<file path="src/rtl/uartrx_pkg.sv">
package uartrx_pkg;

  typedef enum logic [1:0] {
    RX_IDLE  = 2'd0,
    RX_START = 2'd1,
    RX_DATA  = 2'd2,
    RX_STOP  = 2'd3
  } rx_state_e;

  // Positions inside the line status vector
  localparam int LS_READY   = 0;
  localparam int LS_OVERRUN = 1;
  localparam int LS_PARITY  = 2;
  localparam int LS_FRAME   = 3;
  localparam int LS_BREAK   = 4;
  localparam int LS_WIDTH   = 5;

endpackage

</file>
<file path="src/rtl/uartrx_sync.sv">
module uartrx_sync #(
  parameter int STAGES = 2
) (
  input  logic clk,
  input  logic rst,
  input  logic din,
  output logic dout
);

  logic [STAGES-1:0] chain;

  always_ff @(posedge clk) begin
    if (rst) chain <= '1;
    else     chain <= {chain[STAGES-2:0], din};
  end

  assign dout = chain[STAGES-1];

endmodule

</file>
<file path="src/rtl/uartrx_framer.sv">
module uartrx_framer
  import uartrx_pkg::*;
#(
  parameter int OSR       = 16,
  parameter int DATA_BITS = 8
) (
  input  logic                 clk,
  input  logic                 rst,
  input  logic                 tick,
  input  logic                 rx,
  output logic                 push,
  output logic [DATA_BITS-1:0] push_data,
  output logic                 push_fe,
  output logic                 push_brk
);

  localparam int CNT_W = $clog2(OSR);
  localparam int BIT_W = (DATA_BITS > 1) ? $clog2(DATA_BITS) : 1;
  localparam int HALF  = OSR / 2;

  rx_state_e            state;
  logic [CNT_W-1:0]     cnt;
  logic [BIT_W-1:0]     bitn;
  logic [DATA_BITS-1:0] shreg;
  logic                 line_hi;

  always_ff @(posedge clk) begin
    if (rst) begin
      state     <= RX_IDLE;
      cnt       <= '0;
      bitn      <= '0;
      shreg     <= '0;
      line_hi   <= 1'b0;
      push      <= 1'b0;
      push_data <= '0;
      push_fe   <= 1'b0;
      push_brk  <= 1'b0;
    end else begin
      push <= 1'b0;
      if (tick) begin
        unique case (state)
          RX_IDLE: begin
            line_hi <= rx;
            if (!rx && line_hi) begin
              state <= RX_START;
              cnt   <= '0;
            end
          end
          RX_START: begin
            if (cnt == CNT_W'(HALF - 1)) begin
              cnt <= '0;
              if (rx) begin
                state   <= RX_IDLE;
                line_hi <= 1'b1;
              end else begin
                state <= RX_DATA;
                bitn  <= '0;
              end
            end else begin
              cnt <= cnt + 1'b1;
            end
          end
          RX_DATA: begin
            if (cnt == CNT_W'(OSR - 1)) begin
              cnt   <= '0;
              shreg <= {rx, shreg[DATA_BITS-1:1]};
              if (bitn == BIT_W'(DATA_BITS - 1)) state <= RX_STOP;
              else                               bitn  <= bitn + 1'b1;
            end else begin
              cnt <= cnt + 1'b1;
            end
          end
          RX_STOP: begin
            if (cnt == CNT_W'(OSR - 1)) begin
              cnt       <= '0;
              push      <= 1'b1;
              push_data <= shreg;
              push_fe   <= !rx;
              push_brk  <= !rx && (shreg == '0);
              line_hi   <= rx;
              state     <= RX_IDLE;
            end else begin
              cnt <= cnt + 1'b1;
            end
          end
          default: state <= RX_IDLE;
        endcase
      end
    end
  end

  AST_START_REJECT: assert property (@(posedge clk) disable iff (rst)
    (state == RX_START && tick && cnt == CNT_W'(HALF - 1) && rx) |=> (state == RX_IDLE && !push));
  AST_PUSH_PULSE: assert property (@(posedge clk) disable iff (rst)
    push |=> !push);
  AST_PUSH_FROM_STOP: assert property (@(posedge clk) disable iff (rst)
    push |-> $past(state) == RX_STOP);
  AST_BREAK_IMPLIES_FE: assert property (@(posedge clk) disable iff (rst)
    push && push_brk |-> push_fe);

endmodule

</file>
<file path="src/rtl/uartrx_fifo.sv">
module uartrx_fifo #(
  parameter int WIDTH = 10,
  parameter int DEPTH = 128
) (
  input  logic             clk,
  input  logic             rst,
  input  logic             wr,
  input  logic [WIDTH-1:0] wdata,
  input  logic             rd,
  output logic [WIDTH-1:0] rdata,
  output logic             ready,
  output logic             drop
);

  localparam int PTR_W = $clog2(DEPTH);
  localparam int CNT_W = $clog2(DEPTH + 1);

  logic [WIDTH-1:0] mem [DEPTH];
  logic [PTR_W-1:0] wp, rp, rp_nxt;
  logic [CNT_W-1:0] cnt, cnt_nxt;
  logic             psh, pop;
  logic [WIDTH-1:0] mem_q, byp_q;
  logic             byp_sel;

  assign pop     = rd && (cnt != '0);
  assign psh     = wr && (cnt != CNT_W'(DEPTH));
  assign drop    = wr && !psh;
  assign rp_nxt  = rp + PTR_W'(pop);
  assign cnt_nxt = cnt + CNT_W'(psh) - CNT_W'(pop);

  always_ff @(posedge clk) begin
    if (psh) mem[wp] <= wdata;
  end

  always_ff @(posedge clk) begin
    mem_q   <= mem[rp_nxt];
    byp_q   <= wdata;
    byp_sel <= psh && (wp == rp_nxt);
  end

  assign rdata = byp_sel ? byp_q : mem_q;

  always_ff @(posedge clk) begin
    if (rst) begin
      wp    <= '0;
      rp    <= '0;
      cnt   <= '0;
      ready <= 1'b0;
    end else begin
      if (psh) wp <= wp + 1'b1;
      rp    <= rp_nxt;
      cnt   <= cnt_nxt;
      ready <= (cnt_nxt != '0);
    end
  end

  AST_NO_OVERFLOW: assert property (@(posedge clk) disable iff (rst)
    cnt <= CNT_W'(DEPTH));
  AST_EMPTY_POP: assert property (@(posedge clk) disable iff (rst)
    (rd && cnt == '0 && !wr) |=> (!ready && rp == $past(rp)));
  AST_READY_LEVEL: assert property (@(posedge clk) disable iff (rst)
    ready == (cnt != '0));
  AST_FULL_DROP: assert property (@(posedge clk) disable iff (rst)
    (drop && !rd) |=> $stable(cnt));

endmodule

</file>
<file path="src/rtl/uartrx_top.sv">
module uartrx_top
  import uartrx_pkg::*;
#(
  parameter int OSR         = 16,
  parameter int DATA_BITS   = 8,
  parameter int DEPTH       = 128,
  parameter int SYNC_STAGES = 2
) (
  input  logic                 clk,
  input  logic                 rst,
  input  logic                 os_tick,
  input  logic                 ser_in,
  input  logic                 rd_strobe,
  input  logic                 lsr_rd,
  output logic [DATA_BITS-1:0] rd_data,
  output logic                 data_ready,
  output logic [4:0]           line_stat
);

  localparam int ENTRY_W = DATA_BITS + 2;

  logic                 rx_s;
  logic                 push, push_fe, push_brk;
  logic [DATA_BITS-1:0] push_data;
  logic [ENTRY_W-1:0]   head;
  logic                 drop;
  logic                 ovr;

  uartrx_sync #(.STAGES(SYNC_STAGES)) sync_i (
    .clk  (clk),
    .rst  (rst),
    .din  (ser_in),
    .dout (rx_s)
  );

  uartrx_framer #(.OSR(OSR), .DATA_BITS(DATA_BITS)) framer_i (
    .clk       (clk),
    .rst       (rst),
    .tick      (os_tick),
    .rx        (rx_s),
    .push      (push),
    .push_data (push_data),
    .push_fe   (push_fe),
    .push_brk  (push_brk)
  );

  uartrx_fifo #(.WIDTH(ENTRY_W), .DEPTH(DEPTH)) fifo_i (
    .clk   (clk),
    .rst   (rst),
    .wr    (push),
    .wdata ({push_brk, push_fe, push_data}),
    .rd    (rd_strobe),
    .rdata (head),
    .ready (data_ready),
    .drop  (drop)
  );

  always_ff @(posedge clk) begin
    if (rst)         ovr <= 1'b0;
    else if (drop)   ovr <= 1'b1;
    else if (lsr_rd) ovr <= 1'b0;
  end

  assign rd_data               = head[DATA_BITS-1:0];
  assign line_stat[LS_READY]   = data_ready;
  assign line_stat[LS_OVERRUN] = ovr;
  assign line_stat[LS_PARITY]  = 1'b0;
  assign line_stat[LS_FRAME]   = data_ready && head[DATA_BITS];
  assign line_stat[LS_BREAK]   = data_ready && head[DATA_BITS+1];

  AST_OVR_HOLD: assert property (@(posedge clk) disable iff (rst)
    (ovr && !lsr_rd) |=> ovr);
  AST_OVR_SET: assert property (@(posedge clk) disable iff (rst)
    drop |=> ovr);

endmodule

</file>
<file path="config.mk">
export PLATFORM = sky130hd
export DESIGN_NAME = uartrx_top
export DESIGN_NICKNAME = d
export VERILOG_FILES = /design/src/rtl/uartrx_pkg.sv /design/src/rtl/uartrx_sync.sv /design/src/rtl/uartrx_framer.sv /design/src/rtl/uartrx_fifo.sv /design/src/rtl/uartrx_top.sv
export SDC_FILE = /design/constraint.sdc
export NUM_CORES = 1
export LEC_CHECK = 0
export BUFFER_PORTS_ARGS = -buffer_cell sky130_fd_sc_hd__buf_2
export CORE_MARGIN = 1.5
export CORE_UTILIZATION = 55
export DETAILED_ROUTE_END_ITERATION = 6
export GPL_TIMING_DRIVEN = 0
export MAX_ROUTING_LAYER = met4
export PLACE_DENSITY = 0.79
export REMOVE_ABC_BUFFERS = 1
export SETUP_SLACK_MARGIN = 0.02
export SLEW_MARGIN = 20
export SYNTH_ARGS = -nofsm -noshare
export SYNTH_HDL_FRONTEND = slang
export SYNTH_SLANG_ARGS = --single-unit
</file>
<file path="constraint.sdc">
create_clock -name clk -period 4.7 [get_ports clk]
set_clock_uncertainty 0.05 [all_clocks]
set_input_delay 0.705 -clock clk [delete_from_list [all_inputs] [get_ports clk]]
set_output_delay 0.705 -clock clk [all_outputs]
set_load 0.02 [all_outputs]
</file>
# Word level (Yosys, flattened, before mapping)

Memory sizes are Yosys's and may differ from the RTL's. A register that Yosys moved wholly into a read port is not among the register bits.
Index checks and enable logic that the tools add are counted.

Bits in registers: 66
Latch bits: 0
Memory bits (writable): 1,280
Bits in read-only memories: 0
Input bits: 6
Output and inout port bits: 14
Word-level logic and storage cells: 93
Memories kept: 1

Add/sub/neg operators: 6
Multipliers: 0
Divide/modulo/power cells: 0
$lt $le $gt $ge: 0
Equal/unequal tests: 16
Shift operators: 0
Multiplexer cells: 26
Bitwise logic cells: 2
Reduce and logical (&&, ||, !) cells: 25

Memory list:

| name       | depth | width | rd ports | clocked after memory_dff | write ports | RTL line          | source |
|---|---|---|---|---|---|---|---|
| fifo_i.mem | 128   | 10    | 1        | 1                        | 1           | uartrx_fifo.sv:18 | `logic [WIDTH-1:0] mem [DEPTH];` |

Operators by type and width:

| kind                                                                     | count |
|---|---|
| 8-bit nonzero test                                                       | 2 |
| 2-bit 2-to-1 mux                                                         | 6 |
| 3-bit 2-to-1 mux                                                         | 4 |
| 4-bit 2-to-1 mux                                                         | 3 |
| 4-bit one-hot mux with 3 select lines                                    | 1 |
| 6-bit AND reduction                                                      | 2 |
| 10-bit 2-to-1 mux                                                        | 1 |
| 2-bit by 1-bit inequality test with 1-bit output (second input constant) | 5 |
| 8-bit by 1-bit adder with 8-bit output                                   | 1 |
| 1-bit logical AND                                                        | 8 |
| 8-bit zero test                                                          | 1 |
| 1-bit 2-to-1 mux                                                         | 8 |
| 8-bit inequality test (second input constant)                            | 1 |
| 2-bit one-hot mux with 4 select lines                                    | 1 |
| 8-bit by 1-bit subtractor with 8-bit output                              | 1 |
| 7-bit by 1-bit adder with 7-bit output                                   | 1 |
| 7-bit by 1-bit adder with 7-bit output (second input constant)           | 1 |
| 7-bit equality test                                                      | 1 |
| 2-bit inequality test (second input constant)                            | 3 |
| 3-bit one-hot mux with 2 select lines                                    | 1 |
| 3-bit AND reduction                                                      | 2 |
| 5-bit AND reduction                                                      | 1 |
| 4-bit by 1-bit adder with 4-bit output (second input constant)           | 1 |
| 2-bit equality test (second input constant)                              | 2 |
| 14 further kinds                                                         | 17 |

# Logic depth before layout (Yosys ltp)

Gate-level depths: netlist (run 1).

Depth in word-level cells: 5
Mapped depth: 16
Depth with buffers taken out: 16

# Modules after synthesis

A second synthesis (run 1) with hierarchy kept.

Cells, all modules: 3,344
Area, all modules: 54,003.0 um^2

Modules (own cells, without submodules):

| module        | times used | cells an instance | area each (um^2) | seq. area each (um^2) |
|---|---|---|---|---|
| uartrx_fifo   | 1          | 3,176             | 52,510.4         | 39,317.7 |
| uartrx_framer | 1          | 154               | 1,362.6          | 580.6 |
| uartrx_top    | 1          | 10                | 77.6             | 20.0 |
| uartrx_sync   | 1          | 4                 | 52.6             | 40.0 |

# Least setup slack after synthesis (run 1)

No wires, ideal clock.

Path kind: flip-flop to flip-flop
From: register fifo_i.cnt[2]
To: register fifo_i.ready
Library setup time: 0.134 ns
Arrival: 3.104 ns
Required time: 4.516 ns
Path slack: 1.412 ns
Cell stages (with the launch flop): 17
Buffers on the path: 0
Clock period less this slack: 3.288 ns
Path through: dfxtp_1 inv_1 ha_1 and4_1 a21boi_0 ha_1 inv_1 ha_1 inv_1 fa_1 nand2b_1 a21oi_1 o21ai_1 a21oi_1 o21a_1 nor3_1 or4_1

Word-level cells in the longest chain between the ends: 5
Elaborated cells on any way between the ends: 7
Classes of those cells: add/sub (2); eq/ne (1); reduce/logical (4)

RTL lines:

| element                                         | RTL line          | source |
|---|---|---|
| start: declaration                              | uartrx_fifo.sv:20 | `logic [CNT_W-1:0] cnt, cnt_nxt;` |
| start signal: assignment                        | uartrx_fifo.sv:52 | `cnt <= cnt_nxt;` |
| 8-bit inequality test                           | uartrx_fifo.sv:26 | `assign psh = wr && (cnt != CNT_W'(DEPTH));` |
| 1-bit logical AND                               | uartrx_fifo.sv:26 |  |
| 8-bit by 1-bit adder with 8-bit output          | uartrx_fifo.sv:29 | `assign cnt_nxt = cnt + CNT_W'(psh) - CNT_W'(pop);` |
| 8-bit by 1-bit subtractor with 8-bit output (*) | uartrx_fifo.sv:29 |  |
| 8-bit nonzero test (*)                          | uartrx_fifo.sv:53 | `ready <= (cnt_nxt != '0);` |
| end signal: assignment                          | uartrx_fifo.sv:53 |  |
| end: declaration                                | uartrx_fifo.sv:11 | `output logic ready,` |

Every way passes the cells marked *; elsewhere a longest branch is shown, timed or not.
A chain may end at the register's enable or synchronous reset.

# Worst setup path after layout (run 1)

From: register fifo_i.cnt[4]
To: register fifo_i.mem_q[7], read port of fifo_i.mem

Word-level cells in the longest chain between the ends: 3

RTL lines:

| element                                | RTL line          | source |
|---|---|---|
| 8-bit nonzero test                     | uartrx_fifo.sv:25 | `assign pop = rd && (cnt != '0);` |
| 1-bit logical AND                      | uartrx_fifo.sv:25 |  |
| 7-bit by 1-bit adder with 7-bit output | uartrx_fifo.sv:28 | `assign rp_nxt = rp + PTR_W'(pop);` |
| via fifo_i.rp_nxt[1]                   | uartrx_fifo.sv:19 | `logic [PTR_W-1:0] wp, rp, rp_nxt;` |
| end: declaration                       | uartrx_fifo.sv:22 | `logic [WIDTH-1:0] mem_q, byp_q;` |

The timed path passes the listed nets, and every way through them passes these cells.

==> flow_metrics.env, run 1 <==
export IMPL_outcome="completed"
export IMPL_die_w_um=312
export IMPL_fp_dieArea_um2=97400
export IMPL_worstPathRequired_ns=5.29
export IMPL_finalCritPeriodShare_pct=98.1
export IMPL_drt_initial_drc_count=3384
export IMPL_final_area_um2=59300
export IMPL_ys_warn_count=0
export IMPL_area_growth_pct=12.8
export IMPL_reg2reg_depth=13
export IMPL_most_common_layout_cells="edfxtp_1 (1,280), mux4_2 (340), nor2_1 (184), clkbuf_16 (135), nand2_1 (123)"
export IMPL_whs_endpoint="sync_i.chain[0]"
export IMPL_start_kind="flop"
export IMPL_syn_inst=2536
export IMPL_fmax_mhz=217
export IMPL_relSlewSlack_pct=25.0
export IMPL_cts_made_buffers=131
export IMPL_yosysTopAreaCell="edfxtp_1"
export IMPL_r2r_end="fifo_i.mem_q[7]"
export IMPL_drtPass1Iterations=6
export IMPL_path_max_fanout=45
export IMPL_vias=26100
export IMPL_synth_ff_type="edfxtp_1"
export IMPL_num_rows=113
export IMPL_io_pins=20
export IMPL_synth_seq_area_share_pct=76.0
export IMPL_setup_viol=0
export IMPL_worst_slack_ns=0.0883
export IMPL_path_clk_slew_ns=0.06
export IMPL_fill_cells=5946
export IMPL_rsz0062_at_grt="no"
export IMPL_htree_levels=4
export IMPL_tightest_slew_ns=1.12
export IMPL_syn_area_um2=52500
export IMPL_pre_cts_ws_ns=-0.359
export IMPL_gr_usage_all_layers_pct=25.9
export IMPL_core_area_um2=94900
export IMPL_placed_cell_area_um2=55000
export IMPL_wl_per_cell_um=30.3
export IMPL_cts_hold_repair_buffers=0
export IMPL_powerDensity_nw_per_um2=459
export IMPL_final_cells=3973
export IMPL_yosysUniqueCellTypes=52
export IMPL_antenna_found_initial=3
export IMPL_leakage_nw=20.7
export IMPL_finalHoldViolations=0
export IMPL_grt_pass1_wl_um=178000
export IMPL_holdPathStages=2
export IMPL_crit_reg2reg_launch="fifo_i.cnt[4]"
export IMPL_hold_start="ser_in"
export IMPL_gp_congestion=0.865
export IMPL_drive_gt1_share_pct=24.3
export IMPL_hp_class="in -> reg"
export IMPL_p_total_w=0.0272
export IMPL_drv_slew=0
export IMPL_regToRegSetupSlack_ns=0.09
export IMPL_vias_per_cell=6.58
export IMPL_detailed_place_hpwl_um=68100
export IMPL_cp_end_kind="flop"
export IMPL_max_cap_viol_count=0
export IMPL_arrival_ns=5.21
export IMPL_dieHeight_um=312
export IMPL_synth_edf_count=1280
export IMPL_synth_top_area_share_pct=73.1
export IMPL_yosys_top_cells_area="edfxtp_1 (73%), mux4_2 (15%), dfxtp_1 (2.9%)"
export IMPL_start_util_pct=55.4
export IMPL_layout_commonest_cell="edfxtp_1"
export IMPL_grt_pass1_vias=26800
export IMPL_synth_avg_cell_area_um2=20.7
export IMPL_path_class="reg -> reg"
export IMPL_peakVddDrop_mv=0.564
export IMPL_fin_nets=2628
export IMPL_clock_path_buffers=3
export IMPL_cts_root_buf="clkbuf_16"
export IMPL_dp_cells=3731
export IMPL_tritoncts="built"
export IMPL_grt_overflow_total=0
export IMPL_portBuffers=18
export IMPL_routed_wl_um=120000
export IMPL_antenna_left=0
export IMPL_drc=0
export IMPL_cts_sinks=1356
export IMPL_clock_latency_ns=0.74
export IMPL_timing_final_crit_period_ns=4.61
export IMPL_grt_max_degree=78
export IMPL_synth_async_reset_ratio_pct=0
export IMPL_ys_seq_elements=1356
critical path: stages (launching register included):
cell	delay, ns
dfxtp_1	0.34
inv_1	0.08
ha_1	0.22
and4_1	0.20
a21boi_1	0.38
ha_4	0.24
ha_4	0.55
buf_16	0.33
buf_16	0.30
mux4_2	0.29
mux2i_1	0.09
a221oi_1	0.79
a221oi_2	0.30
nor3_1	0.30
worst max path at each step:
stage | end | slack [ns] | start
5_1_grt | fifo_i.mem_q[7] | 0.03 | fifo_i.cnt[2]
6_report | fifo_i.mem_q[7] | 0.09 | fifo_i.cnt[4]
4_1_cts | fifo_i.mem_q[1] | 0.05 | fifo_i.cnt[2]
3_3_place_gp | fifo_i.mem_q[8] | -15.78 | fifo_i.cnt[2]
3_5_place_dp | fifo_i.mem_q[2] | -0.36 | fifo_i.cnt[2]
2_1_floorplan | fifo_i.mem_q[8] | -9.99 | fifo_i.cnt[2]
report_power, final:
part           internal [W]  switching (W)
Combinational       0.00180        0.00192
Sequential           0.0130      0.0000367
Clock               0.00595        0.00447
Total                0.0208        0.00642
final cells by class:
class | count | area, um^2 | share of cell area (%)
timing repair buffer | 77 | 1440 | 2.42
clock inverter | 67 | 661 | 1.11
multi-input combinational | 1019 | 12000 | 20.3
tap | 1265 | 1580 | 2.67
sequential | 1356 | 40000 | 67.4
antenna | 1 | 2.50 | 0.00422
inverter | 18 | 67.6 | 0.114
clock buffer | 170 | 3540 | 5.97
through the flow:
step                utilization [%]  hold WS [ns]  TNS (ns)
finish                         62.5         0.107         0
global route                   62.5         0.118         0
CTS                            62.4        0.0767         0
detailed placement             57.9         0.352     -2.43
global placement               56.4         0.349   -245.57
floorplan                         -         0.339   -119.25
cells by family after synthesis:
| logic type | after synthesis | synth area share, % |
|---|---|---|
| XOR/XNOR | 24 | 0.436 |
| AO/OA/AOI/OAI | 125 | 1.77 |
| other | 1 | 0.00714 |
| AND/OR/NAND/NOR | 411 | 3.27 |
| multiplexers | 439 | 16.5 |
| buffers and inverters | 161 | 1.53 |
| flip-flops | 1356 | 76.0 |
| adder cells (fa/ha/maj) | 19 | 0.467 |
synthesized netlist by cell type, types with 2 or more instances:
cell type,instances
edfxtp_1,1280
mux4_2,340
nor2_1,191
nand2_1,126
mux2i_1,91
dfxtp_1,76
clkbuf_1,59
buf_2,40
nand3_1,37
buf_4,34
a32oi_1,31
a221oi_1,30
nor3_1,20
ha_1,18
inv_1,17
a21oi_1,13
nor2b_1,13
a31oi_1,12
xor2_1,12
xnor2_1,11
o21ai_0,10
o22ai_1,10
mux2_2,8
buf_1,6
nand4_1,5
or3_1,5
a22oi_1,4
buf_6,3
or2_2,3
a21o_1,2
nand2b_1,2
nand3b_1,2
nor4_1,2
o211ai_1,2
o21a_1,2
o21bai_1,2
o221ai_1,2
layer usage:
metal / up-vias / routed length, um / global-route usage [%]
met5: - / 0 / -
met4: 0 / 5910 / 11.9
met3: 321 / 12000 / 4.86
met2: 1715 / 59600 / 40.5
met1: 13500 / 42800 / 33.3
li1: 10600 / - / -
state kept, by name (all words and copies together) (netlist names), 2 cells and up, named ones only:
register,flops
framer_i.shreg,8
fifo_i.byp_q,10
sync_i.chain,2
fifo_i.rp,7
framer_i.push_data,8
framer_i.cnt,4
framer_i.bitn,3
fifo_i.wp,7
fifo_i.mem_q,10
fifo_i.cnt,8
fifo_i.mem,1280
timing repair:
item                       in CTS  in global routing
pin swaps                       1                  2
buffers inserted                1                  3
setup endpoints to repair      10                  9
hold endpoints to repair        0                  0
resized for setup               9                  2
gates cloned                    0                  0
No activity file was read; power rests on OpenSTA's default activity.
==> run 2: changes to the inputs <==
Settings changed: BUFFER_PORTS_ARGS -buffer_cell sky130_fd_sc_hd__buf_2 to default, CTS_BUF_LIST from default to sky130_fd_sc_hd__clkbuf_8, DONT_BUFFER_PORTS from default to 1, PLACE_DENSITY 0.79 to 0.78.
Clock period 4.7 ns to 4.9 ns, I/O delays scaled along.
==> run 2 against run 1 <==
Effect of this change:
- clock power shrank 19%
- cell count grew 3.1%
- first-iteration DRC count grew 5.5%
- total power shrank 9.9%
- critical path depth grew 1
- hold slack lost 0.017 ns
- global-route usage shrank 1.2 points
- maximum frequency shrank 3.0%
- flip-flop and latch count is the same
- largest cell class unchanged
==> flow_metrics.env, run 2 (synthesized netlist as in run 1, its figures left out) <==
export IMPL_outcome="completed"
export IMPL_tritoncts="built"
export IMPL_antenna_found_initial=1
export IMPL_top_register="fifo_i.mem"
export IMPL_clock_path_buffers=3
export IMPL_powerDensity_nw_per_um2=417
export IMPL_area_growth_pct=12.0
export IMPL_drc=0
export IMPL_reg2reg_depth=14
export IMPL_clock_latency_ns=0.87
export IMPL_gp_congestion=0.831
export IMPL_worstPathRequired_ns=5.54
export IMPL_portBuffers=0
export IMPL_arrival_ns=5.40
export IMPL_grt_max_degree=73
export IMPL_finalCritPeriodShare_pct=97.0
export IMPL_dp_cells=3718
export IMPL_start_util_pct=55.4
export IMPL_vias=26000
export IMPL_grt_pass1_vias=26800
export IMPL_endpoint="fifo_i.mem_q[2]"
export IMPL_cts_root_buf="clkbuf_8"
export IMPL_holdPathStages=3
export IMPL_fmax_mhz=210
export IMPL_wl_per_cell_um=28.1
export IMPL_max_cap_viol_count=0
export IMPL_detailed_place_hpwl_um=70700
export IMPL_rsz0062_at_grt="no"
export IMPL_largestRegisters="fifo_i.mem: 1280 flops, fifo_i.byp_q: 10 flops, fifo_i.mem_q: 10 flops"
export IMPL_hp_class="in -> reg"
export IMPL_fin_nets=2687
export IMPL_most_common_layout_cells="edfxtp_1 (1,280), mux4_2 (340), clkbuf_8 (202), nor2_1 (185), nand2_1 (123)"
export IMPL_drv_slew=0
export IMPL_io_pins=20
export IMPL_tightest_slew_ns=1.11
export IMPL_timing_final_crit_period_ns=4.75
export IMPL_gr_usage_all_layers_pct=24.7
export IMPL_htree_levels=4
export IMPL_critPathLaunch="fifo_i.cnt[2]"
export IMPL_vias_per_cell=6.34
export IMPL_hold_ws_ns=0.0892
export IMPL_fill_cells=6005
export IMPL_routed_wl_um=115000
export IMPL_crit_reg2reg_launch="fifo_i.cnt[2]"
export IMPL_drtPass1Iterations=6
export IMPL_grt_pass1_wl_um=172000
export IMPL_regToRegSetupSlack_ns=0.15
export IMPL_dieHeight_um=312
export IMPL_peakVddDrop_mv=0.331
export IMPL_die_w_um=312
export IMPL_path_clk_slew_ns=0.07
export IMPL_p_total_w=0.0245
export IMPL_relSlewSlack_pct=25.8
export IMPL_start_kind="flop"
export IMPL_path_max_fanout=49
export IMPL_drt_initial_drc_count=3570
export IMPL_grt_overflow_total=0
export IMPL_cts_sinks=1356
export IMPL_layout_commonest_cell="edfxtp_1"
export IMPL_path_class="reg -> reg"
export IMPL_num_rows=113
export IMPL_fp_dieArea_um2=97400
export IMPL_r2r_end="fifo_i.mem_q[2]"
export IMPL_antenna_left=0
export IMPL_core_area_um2=94900
export IMPL_largest_reg_flops=1280
export IMPL_finalHoldViolations=0
export IMPL_setup_viol=0
export IMPL_drive_gt1_share_pct=25.0
export IMPL_cts_made_buffers=198
export IMPL_final_cells=4098
export IMPL_setup_tns_ns=0
export IMPL_leakage_nw=20.7
export IMPL_cp_end_kind="flop"
[run 2: worst min-delay path by stage]
stage | to | start
final | ovr | lsr_rd
after CTS | ovr | lsr_rd
after floorplan | sync_i.chain[1] | sync_i.chain[0]
after global placement | sync_i.chain[1] | sync_i.chain[0]
after detailed placement | sync_i.chain[1] | sync_i.chain[0]
after global routing | ovr | lsr_rd
[run 2: layer usage]
| metal | track usage [%] | share of wire [%] |
|---|---|---|
| met5 | - | 0 |
| met4 | 10.4 | 3.8 |
| met3 | 4.98 | 9.6 |
| met2 | 37.9 | 49 |
| met1 | 32.8 | 38 |
[run 2: timing repair]
action / CTS / global route
setup buffers: 3 / 3
setup endpoints to repair: 10 / 5
gates resized for setup: 8 / 5
hold buffers: 3 / 0
pin swaps: 2 / 1
hold endpoints to repair: 54 / 0
[run 2: critical path, cell delays in order, from the launching register on]
cell	delay, ns
dfxtp_1	0.34
inv_1	0.08
ha_1	0.19
and4_1	0.25
a21boi_1	0.43
ha_4	0.26
ha_4	0.39
buf_16	0.29
buf_16	0.31
buf_16	0.33
mux4_2	0.36
mux2i_1	0.32
a221oi_2	0.21
a221oi_2	0.56
nor3_4	0.14
[run 2: final cells by class]
class / count / area (um^2) / area share (%)
clock inverters: 164 / 932 / 1.58
diodes: 5 / 12.5 / 0.0213
multi-input cells: 1019 / 12000 / 20.4
repair buffers: 69 / 1450 / 2.46
flip-flops and latches: 1356 / 40000 / 68.0
inverters: 18 / 67.6 / 0.115
clock buffers: 202 / 2780 / 4.72
well taps: 1265 / 1580 / 2.69
[run 2: through the flow]
| stage | area, um^2 | utilization (%) | worst slack (ns) |
|---|---|---|---|
| 5_1_grt | 58800 | 62.0 | 0.0427 |
| 4_1_cts | 58800 | 61.9 | 0.0352 |
| 3_3_place_gp | 53400 | 56.3 | -16.12 |
| 2_1_floorplan | 51800 | - | -9.80 |
| 6_report | 58800 | 62.0 | 0.147 |
| 3_5_place_dp | 54900 | 57.9 | -0.682 |
[run 2: power by group]
| part | switching [W] | internal, W | leakage [nW] |
|---|---|---|---|
| Combinational | 0.00180 | 0.00172 | 3.83 |
| Sequential | 0.0000360 | 0.0125 | 14.7 |
| Clock | 0.00429 | 0.00416 | 2.19 |
| Total | 0.00612 | 0.0184 | 20.7 |
